[src/rtl/ctl_ep_pkg.sv]
package ctl_ep_pkg;

  typedef enum logic [1:0] {
    TK_SETUP = 2'd0,
    TK_OUT   = 2'd1,
    TK_IN    = 2'd2,
    TK_RSVD  = 2'd3
  } tok_e;

  typedef enum logic [1:0] {
    HS_NONE  = 2'd0,
    HS_ACK   = 2'd1,
    HS_NAK   = 2'd2,
    HS_STALL = 2'd3
  } hs_e;

  typedef enum logic [2:0] {
    PH_IDLE  = 3'd0,
    PH_SETUP = 3'd1,
    PH_DIN   = 3'd2,
    PH_DOUT  = 3'd3,
    PH_STIN  = 3'd4,
    PH_STOUT = 3'd5,
    PH_HALT  = 3'd6,
    PH_ABORT = 3'd7
  } ph_e;

  localparam int FLAG_N    = 3;
  localparam int FL_RDY    = 0;
  localparam int FL_STALL  = 1;
  localparam int FL_SETEND = 2;

  typedef struct packed {
    hs_e  resp;
    ph_e  nxt;
    logic abort;
    logic set_rdy;
    logic set_de;
    logic clr_de;
  } act_t;

endpackage

[src/rtl/ctl_ep_cap.sv]
module ctl_ep_cap #(
  parameter int W = 7
) (
  input  logic         clk,
  input  logic         rst,
  input  logic         load,
  input  logic [W-1:0] d,
  output logic [W-1:0] q
);
  always_ff @(posedge clk) begin
    if (rst)       q <= '0;
    else if (load) q <= d;
  end
endmodule

[src/rtl/ctl_ep_flags.sv]
module ctl_ep_flags #(
  parameter int N = 3
) (
  input  logic         clk,
  input  logic         rst,
  input  logic [N-1:0] set,
  input  logic [N-1:0] clr,
  output logic [N-1:0] flags,
  output logic         irq
);
  logic [N-1:0] nxt;

  generate
    for (genvar i = 0; i < N; i++) begin : g_bit
      // set has priority over a simultaneous clear
      assign nxt[i] = set[i] | (flags[i] & ~clr[i]);
    end
  endgenerate

  always_ff @(posedge clk) begin
    if (rst) begin
      flags <= '0;
      irq   <= 1'b0;
    end else begin
      flags <= nxt;
      irq   <= |nxt;
    end
  end
endmodule

[src/rtl/ctl_ep_judge.sv]
module ctl_ep_judge
  import ctl_ep_pkg::*;
#(
  parameter int LEN_W = 7
) (
  input  ph_e              ph,
  input  logic             tok_vld,
  input  tok_e             tok,
  input  logic             pkt_vld,
  input  logic             pkt_data1,
  input  logic [LEN_W-1:0] pkt_len,
  input  logic [LEN_W-1:0] max_len,
  input  logic             de_q,
  input  logic             rdy_q,
  input  logic             tx_loaded,
  input  logic             host_ack,
  input  logic             sw_setup_go,
  input  logic             sw_dir_in,
  input  logic             sw_no_data,
  input  logic             sw_data_end,
  input  logic             sw_stall,
  input  logic             sw_clr_setupend,
  output act_t             act
);
  logic halting;
  logic is_setup;
  logic de_seen;
  logic zero_len;

  assign halting  = sw_stall || (ph == PH_HALT);
  assign is_setup = tok_vld && (tok == TK_SETUP);
  assign de_seen  = de_q || sw_data_end;
  assign zero_len = (pkt_len == '0);

  always_comb begin
    act         = '0;
    act.resp    = HS_NONE;
    act.nxt     = ph;
    act.set_de  = sw_data_end && (ph == PH_DIN);

    if (is_setup) begin
      act.nxt    = PH_SETUP;
      act.clr_de = 1'b1;
      act.set_de = 1'b0;
    end else if (tok_vld && tok == TK_IN) begin
      if (halting) begin
        act.resp = HS_STALL;
        act.nxt  = PH_HALT;
      end else begin
        case (ph)
          PH_DIN:   act.resp = tx_loaded ? HS_ACK : HS_NAK;
          PH_STIN:  act.resp = HS_ACK;
          PH_STOUT: begin
            act.resp = HS_STALL;
            act.nxt  = PH_HALT;
          end
          default:  act.resp = HS_NAK;
        endcase
      end
    end else if (tok_vld && tok == TK_OUT) begin
      // data stage already closed by software: host must not send more
      if (halting || ph == PH_STIN) act.nxt = PH_HALT;
    end else if (pkt_vld) begin
      if (halting) begin
        act.resp = HS_STALL;
        act.nxt  = PH_HALT;
      end else begin
        case (ph)
          PH_SETUP: begin
            act.resp    = HS_ACK;
            act.set_rdy = 1'b1;
          end
          PH_DOUT: begin
            if (pkt_len > max_len) begin
              act.resp = HS_STALL;
              act.nxt  = PH_HALT;
            end else if (zero_len) begin
              act.resp  = HS_ACK;
              act.abort = 1'b1;
              act.nxt   = PH_ABORT;
            end else if (rdy_q) begin
              act.resp = HS_NAK;
            end else begin
              act.resp    = HS_ACK;
              act.set_rdy = 1'b1;
            end
          end
          PH_DIN: begin
            if (!zero_len) begin
              act.resp = HS_STALL;
              act.nxt  = PH_HALT;
            end else if (de_seen) begin
              act.resp = HS_ACK;
              act.nxt  = PH_IDLE;
            end else begin
              act.resp  = HS_ACK;
              act.abort = 1'b1;
              act.nxt   = PH_ABORT;
            end
          end
          PH_STOUT: begin
            if (!pkt_data1 || !zero_len) begin
              act.resp = HS_STALL;
              act.nxt  = PH_HALT;
            end else begin
              act.resp = HS_ACK;
              act.nxt  = PH_IDLE;
            end
          end
          PH_STIN: begin
            act.resp = HS_STALL;
            act.nxt  = PH_HALT;
          end
          default: act.resp = HS_NAK;
        endcase
      end
    end else if (host_ack) begin
      if (ph == PH_DIN && de_seen) act.nxt = PH_STOUT;
      else if (ph == PH_STIN)      act.nxt = PH_IDLE;
    end

    if (!is_setup) begin
      if (sw_stall) begin
        act.nxt = PH_HALT;
      end else if (act.nxt == ph) begin
        case (ph)
          PH_SETUP: begin
            if (sw_setup_go) begin
              if (sw_no_data)     act.nxt = PH_STIN;
              else if (sw_dir_in) act.nxt = PH_DIN;
              else                act.nxt = PH_DOUT;
            end
          end
          PH_DOUT:  if (sw_data_end)     act.nxt = PH_STIN;
          PH_ABORT: if (sw_clr_setupend) act.nxt = PH_IDLE;
          default:  act.nxt = ph;
        endcase
      end
    end
  end
endmodule

[src/rtl/ctl_ep_guard.sv]
module ctl_ep_guard
  import ctl_ep_pkg::*;
#(
  parameter int LEN_W = 7
) (
  input  logic             clk,
  input  logic             rst,
  input  logic             tok_vld,
  input  logic [1:0]       tok_kind,
  input  logic             pkt_vld,
  input  logic             pkt_data1,
  input  logic [LEN_W-1:0] pkt_len,
  input  logic             host_ack,
  input  logic             tx_loaded,
  input  logic [LEN_W-1:0] sw_max_pkt,
  input  logic             sw_setup_go,
  input  logic             sw_dir_in,
  input  logic             sw_no_data,
  input  logic             sw_data_end,
  input  logic             sw_stall,
  input  logic             sw_clr_rdy,
  input  logic             sw_clr_stall,
  input  logic             sw_clr_setupend,
  output logic             hs_vld,
  output logic [1:0]       hs_code,
  output logic             flush,
  output logic             flag_rdy,
  output logic             flag_sent_stall,
  output logic             flag_setupend,
  output logic             irq,
  output logic [2:0]       phase
);
  ph_e               st_q;
  logic              de_q;
  logic [LEN_W-1:0]  max_q;
  act_t              act;
  tok_e              tok;
  logic [FLAG_N-1:0] fl_set;
  logic [FLAG_N-1:0] fl_clr;
  logic [FLAG_N-1:0] fl_q;
  logic              setup_tok;

  assign tok       = tok_e'(tok_kind);
  assign setup_tok = tok_vld && (tok == TK_SETUP);

  ctl_ep_cap #(.W(LEN_W)) u_cap (
    .clk  (clk),
    .rst  (rst),
    .load (setup_tok),
    .d    (sw_max_pkt),
    .q    (max_q)
  );

  ctl_ep_judge #(.LEN_W(LEN_W)) u_judge (
    .ph              (st_q),
    .tok_vld         (tok_vld),
    .tok             (tok),
    .pkt_vld         (pkt_vld),
    .pkt_data1       (pkt_data1),
    .pkt_len         (pkt_len),
    .max_len         (max_q),
    .de_q            (de_q),
    .rdy_q           (fl_q[FL_RDY]),
    .tx_loaded       (tx_loaded),
    .host_ack        (host_ack),
    .sw_setup_go     (sw_setup_go),
    .sw_dir_in       (sw_dir_in),
    .sw_no_data      (sw_no_data),
    .sw_data_end     (sw_data_end),
    .sw_stall        (sw_stall),
    .sw_clr_setupend (sw_clr_setupend),
    .act             (act)
  );

  always_comb begin
    fl_set            = '0;
    fl_set[FL_RDY]    = act.set_rdy;
    fl_set[FL_STALL]  = (act.resp == HS_STALL);
    fl_set[FL_SETEND] = act.abort;
    fl_clr            = '0;
    fl_clr[FL_RDY]    = sw_clr_rdy;
    fl_clr[FL_STALL]  = sw_clr_stall;
    fl_clr[FL_SETEND] = sw_clr_setupend;
  end

  ctl_ep_flags #(.N(FLAG_N)) u_flags (
    .clk   (clk),
    .rst   (rst),
    .set   (fl_set),
    .clr   (fl_clr),
    .flags (fl_q),
    .irq   (irq)
  );

  always_ff @(posedge clk) begin
    if (rst) begin
      st_q    <= PH_IDLE;
      de_q    <= 1'b0;
      hs_vld  <= 1'b0;
      hs_code <= HS_NONE;
      flush   <= 1'b0;
    end else begin
      st_q    <= act.nxt;
      if (act.clr_de)      de_q <= 1'b0;
      else if (act.set_de) de_q <= 1'b1;
      hs_vld  <= (act.resp != HS_NONE);
      hs_code <= act.resp;
      flush   <= act.abort;
    end
  end

  assign phase           = st_q;
  assign flag_rdy        = fl_q[FL_RDY];
  assign flag_sent_stall = fl_q[FL_STALL];
  assign flag_setupend   = fl_q[FL_SETEND];
endmodule

[config.mk]
export PLATFORM = sky130hd
export DESIGN_NAME = ctl_ep_guard
export DESIGN_NICKNAME = d
export VERILOG_FILES = /design/src/rtl/ctl_ep_pkg.sv /design/src/rtl/ctl_ep_cap.sv /design/src/rtl/ctl_ep_flags.sv /design/src/rtl/ctl_ep_judge.sv /design/src/rtl/ctl_ep_guard.sv
export SDC_FILE = /design/constraint.sdc
export NUM_CORES = 1
export LEC_CHECK = 0
export ABC_AREA = 1
export CAP_MARGIN = 40
export CORE_MARGIN = 3
export CORE_UTILIZATION = 50
export CTS_BUF_LIST = sky130_fd_sc_hd__clkbuf_8
export DETAILED_ROUTE_END_ITERATION = 16
export PLACE_DENSITY = 0.85
export SYNTH_ARGS = -nofsm -noshare
export SYNTH_HDL_FRONTEND = slang
export SYNTH_SLANG_ARGS = --single-unit
[constraint.sdc]
create_clock -name clk -period 2.7 [get_ports clk]
set_clock_uncertainty 0.1 [all_clocks]
set_input_delay 0.675 -clock clk [delete_from_list [all_inputs] [get_ports clk]]
set_output_delay 0.675 -clock clk [all_outputs]
set_load 0.1 [all_outputs]
==> results.md, run 1 <==
- Ant. Diodes: 0
- # Max-Cap Violations: 0
- Netlist cell types: 29
- Seq/Total Area, Yosys: 24.4%
- Top cell type by total area after synthesis: dfxtp_1
- Vias per inst: 5.51
- Total CTS buffers: 3
- Seq cells post-synth: 19
- IO Port Bufs: 41
- First-pass iteration count of the detailed router: 5
- Final core utilization: 83.1%
- Hold Path Stages: 2
- Tmin final: 2560 ps
- YS warnings: 0
- Max-slew headroom: 71.5%
- CTS tree: yes
- Status: completed
- FF-to-FF path depth: 19
- Hold Buf Count CTS: 0
- Drt total wl: 5.17 mm
- Least-Margin Pin Slew: 422 ps
- Leak: 0.00117 µW
- Share of cells above drive strength 1: 32.7%
- Gr usage total: 26.9%
- Die ar.: 0.00382 mm²
- Core ar.: 0.00285 mm²
- Final worst slack: 136 ps
- CP startpoint kind: primary input
- Mapped Avg Cell Area: 5.88 µm²
- Die X: 61.8 µm
- Cell area after synthesis: 0.00156 mm²
- Worst Path Max Fanout: 3
- Root Buffer: clkbuf_8
- H-tree depth: 1
- Pre-CTS WS: -418 ps
- Maximum clock frequency: 390 MHz
- Grt ovf: 0
- Number of global-route vias before repair: 1841
- Max Buffers Root-to-Sink: 2
- Net count after synthesis: 303
- Synth top area share: 24.4%
- Final worst path period share: 95.0%
- P&R area growth vs syn: 52.2%
- 1st-iter DRT viols: 160
- # setup viols final: 0
- First-pass GRT wire length: 7.82 mm
- Setup TNS: 0 ps
- Clk_lat worst skew: 260 ps
- FP Rows: 19
- Max-slew violation count: 0
- Crit. End Element: flip-flop
- Starting Density: 54.6%
- Area contributors post-synth: dfxtp_1, nand2_1, inv_1
- CTS clock-pin slew for the worst setup and hold paths: 70 ps
- DIE HEIGHT: 61.8 µm
- DRT antenna net count: 0
- Min-Delay Path Class: reg -> reg
- Final Hold Viols: 0
- Critical Path RT: 2790 ps
- Clk sink count: 19
- VDD IR max: 0.305 mV
- Data arrival, critical path: 2650 ps
- Drt wl/cell: 14.0 µm
- Initial antenna violation count: 0
- Syn Inst Count: 265
- Largest net degree at the start of global routing: 15
- Nets@finish: 378
- Setup Crit Path Kind: in -> reg
- Routability Congestion: 0.976
- Detailed placement HPWL: 3.78 mm
- Ports: 42
- DRC: 0
- PD cells: 528 mW/mm²
- DR vias: 2037
## logic make-up (layout without fill, tap and decap cells)
family	after synthesis	count (layout)	share of synthesized area (%)
AO/OA/AOI/OAI	43	43	16.0
adder cells (fa/ha/maj)	7	7	5.62
buffers and inverters	52	126	12.9
flip-flops	19	19	24.4
AND/OR/NAND/NOR	144	144	41.1
## layout make-up
cell class | instances | area [µm²]
Clock buffer | 3 | 41.3
Clock inverter | 1 | 5.00
Fill cell | 203 | 482
Inverter | 47 | 176
Multi-Input combinational cell | 194 | 1110
Sequential cell | 19 | 384
Tap cell | 31 | 38.8
Timing Repair Buffer | 75 | 618
## critical path, cell delays in order
cell and delay [ps]:
clkdlybuf4s15_1 190, ha_1 300, nand2_2 70, nor2_4 80
nand2_1 60, nand2_1 90, nand2_2 70, nand2_2 70
nand2_2 60, nand2_2 70, nand2_2 60, nand2_2 90
nand2_2 60, nand2_2 70, nand2_2 60, nor2_4 150
nand2_2 100, o21bai_2 130, nand3_1 90, a21oi_1 130
## synthesized netlist by cell type
master,instances
nand2_1,67
inv_1,42
nor2_1,30
nand3_1,26
dfxtp_1,19
o21ai_0,17
a21oi_1,16
ha_1,7
inv_2,5
nand2_2,4
nand4_1,4
nor3_1,4
clkbuf_1,3
nand3_2,3
a21oi_2,2
a31oi_1,2
nor2_2,2
a21boi_1,1
a31o_2,1
buf_2,1
buf_4,1
nor2_4,1
nor3_2,1
nor4_1,1
o2111a_1,1
o21bai_2,1
o22ai_1,1
o311ai_0,1
or2_2,1
## stage by stage
step	total power, µW	instance area, µm²	instances	hold WS [ps]
2_1_floorplan	769	1560	265	333
3_3_place_gp	965	2190	363	346
3_5_place_dp	976	2190	363	354
4_1_cts	1180	2260	369	364
5_1_grt	1320	2370	370	389
6_report	1250	2370	370	367
## path summary, 6_finish.rpt
path                                         startpoint                      end  slack [ps]
worst max register to register  u_cap.q[5]$_SDFFE_PP0P_    phase[0]$_SDFFE_PP0P_         270
worst max-delay path                         pkt_len[3]    phase[0]$_SDFFE_PP0P_         140
worst min-delay path            u_cap.q[3]$_SDFFE_PP0P_  u_cap.q[3]$_SDFFE_PP0P_         370
worst min register to register  u_cap.q[3]$_SDFFE_PP0P_  u_cap.q[3]$_SDFFE_PP0P_         370
## cells in the final DEF, fill, tap and decap left out, drive strengths merged
cell,instances
buf,45
nor3,5
nor2,33
o311ai,1
nand4,4
dfxtp,19
dlygate4sd2,1
clkbuf,8
clkinv,1
dlymetal6s2s,1
inv,47
o22ai,1
nand3,29
nor4,1
clkdlybuf4s50,21
clkdlybuf4s15,2
nand2,71
a31o,1
o2111a,1
or2,1
a21boi,1
o21bai,1
o21ai,17
a21oi,18
a31oi,2
ha,7
## sequential cells by signal, summed over array words and instances, names as in the netlist
| name | flops |
|---|---|
| phase | 3 |
| hs_vld | 1 |
| u_flags.irq | 1 |
| u_cap.q | 7 |
| u_flags.flags | 3 |
| hs_code | 2 |
| flush | 1 |
| de_q | 1 |
## report_power, final
part | leakage [µW] | internal, µW | total, µW | switching, µW
combinational | 0.000983 | 258 | 715 | 457
sequential | 0.000157 | 307 | 335 | 28.0
clock | 0.0000255 | 103 | 201 | 98.5
total | 0.00117 | 667 | 1250 | 584
## per-layer routing
metal / global-route usage (%) / vias to the layer above / share of wire, %
li1: - / 1009 / -
met1: 35.4 / 901 / 41
met2: 44.4 / 108 / 48
met3: 4.13 / 19 / 8.5
met4: 10.0 / 0 / 2.7
met5: 0 / - / 0
## repair_timing
item / CTS / global route
pin swaps: 12 / 22
resized for setup: 11 / 49
setup endpoints to repair: 4 / 7
endpoints found under the hold margin: 0 / 0
buffers inserted: 2 / 1
Power figures use the tool's default switching activity.
==> inputs of run 2 (changes only) <==
Settings changed: CELL_PAD_IN_SITES_DETAIL_PLACEMENT set to 0, CELL_PAD_IN_SITES_GLOBAL_PLACEMENT set to 1, CORE_MARGIN 3 to 1.5, CORE_UTILIZATION 50 to 33, PLACE_DENSITY 0.85 to 0.84.
==> results.md, run 2 (synthesized netlist as in run 1, its figures left out) <==
- Routability Congestion: 0.949
- Number of global-route vias before repair: 1714
- FP Rows: 24
- DR vias: 1923
- Most frequent cells in the layout: nand2_1, buf_4, inv_1
- Starting Density: 35.1%
- Root Buffer: clkbuf_8
- Drt total wl: 4.73 mm
- First-pass GRT wire length: 7.79 mm
- Max Buffers Root-to-Sink: 2
- Die X: 71.7 µm
- First-pass iteration count of the detailed router: 6
- Core ar.: 0.00444 mm²
- Grt ovf: 0
- DP Cell Count: 388
- Final worst path period share: 95.0%
- Largest register FFs: 7
- Share of cells above drive strength 1: 32.6%
- Reg2Reg Setup Slack: 340 ps
- Status: completed
- DRC: 0
- Gr usage total: 18.9%
- CP startpoint kind: primary input
- # Max-Cap Violations: 0
- Leak: 0.00121 µW
- Initial antenna violation count: 0
- Detailed placement HPWL: 3.71 mm
- Ant. Diodes: 0
- Least-Margin Pin Slew: 570 ps
- IO Port Bufs: 41
- Final Hold Viols: 0
- Drt wl/cell: 12.0 µm
- Nets@finish: 380
- Tot Pwr: 1250 µW
- P&R area growth vs syn: 56.9%
- Largest register by flop count: u_cap.q
- Hold Path Stages: 2
- H-tree depth: 1
- DRT antenna net count: 0
- Max-slew headroom: 61.5%
- Tmin final: 2560 ps
- FF-to-FF path depth: 18
- Total CTS buffers: 3
- Maximum clock frequency: 390 MHz
- Min-Delay Path Class: reg -> reg
- Largest net degree at the start of global routing: 13
- Data arrival, critical path: 2660 ps
- Final Non-Filler Cells: 393
- 1st-iter DRT viols: 65
- Critical Path RT: 2790 ps
- # setup viols final: 0
- DIE HEIGHT: 71.7 µm
- Most common cell after layout, fill and taps aside: nand2_1
- Final core utilization: 55.0%
- Setup Crit Path Kind: in -> reg
- CTS clock-pin slew for the worst setup and hold paths: 70 ps
- Vias per inst: 4.89
- Clk_lat worst skew: 260 ps
- Die ar.: 0.00514 mm²
- Worst Path Max Fanout: 3
- Ports: 42
- CTS tree: yes
- Max-slew violation count: 0
- Crit. End Element: flip-flop
- PD cells: 513 mW/mm²
- Clk sink count: 19
- VDD IR max: 0.247 mV
[run 2: changes by cell type in the layout (fill, tap and decap cells not counted), moves of 2 or more]
cell     delta
nand2_2     -5
nand3_1     -4
nand3_2     +4
buf_4       +3
inv_1       +3
inv_2       -3
nand2_1     +3
nand2_4     +2
[run 2: area by class of cell]
class	instances	area, µm²
inverters	47	176
flip-flops and latches	19	384
fillers	439	2000
clock buffers	3	41.3
well taps	52	65.1
multi-input cells	194	1140
repair buffers	77	632
clock inverters	1	5.00
[run 2: metal layers]
metal | GRT usage [%] | vias to the layer above | share of wire (%)
met5 | 0 | - | 0
met1 | 27.3 | 841 | 47
met2 | 29.1 | 64 | 46
met4 | 6.50 | 0 | 1.4
li1 | - | 1012 | -
met3 | 1.97 | 6 | 6.2
[run 2: path summary, 6_finish.rpt]
path                        endpoint               startpoint
min          u_cap.q[5]$_SDFFE_PP0P_  u_cap.q[5]$_SDFFE_PP0P_
min reg2reg  u_cap.q[5]$_SDFFE_PP0P_  u_cap.q[5]$_SDFFE_PP0P_
max            phase[2]$_SDFFE_PP0P_               pkt_len[1]
max reg2reg    phase[0]$_SDFFE_PP0P_  u_cap.q[6]$_SDFFE_PP0P_
[run 2: power breakdown]
group          total, µW  switching (µW)  internal, µW
Clock                200            97.3           103
Sequential           335            28.4           307
Combinational        719             458           261
Total               1250             583           671
[run 2: metrics by stage]
stage	hold slack [ps]	worst slack [ps]	setup TNS [ps]	cell area (µm²)
after floorplan	333	208	0	1560
after global placement	348	-442	-2190	2250
after detailed placement	357	-468	-2350	2250
after CTS	368	17.9	0	2340
after global routing	393	-35.0	-68.0	2440
final	366	136	0	2440
[run 2: what timing repair did]
| action | in CTS | in global routing |
|---|---|---|
| endpoints found under the setup margin | 3 | 4 |
| gates resized for setup | 17 | 39 |
| hold buffers | 0 | 0 |
| setup buffers | 1 | 0 |
| pin swaps | 18 | 22 |
[run 2: worst max-delay path: stages]
cell	delay [ps]
clkdlybuf4s15_1	220
ha_4	290
nand3_1	70
nand2_1	60
nand2_1	40
nand2_1	60
nand2_2	60
buf_4	130
nand2_2	60
nand3_2	80
nand3_2	70
nand2_2	60
nand2_2	70
nand3_2	100
nand2_4	120
nand2_4	70
nand3_4	90
nor2_4	50
nor2_2	110
nand2_1	80
a21oi_2	100
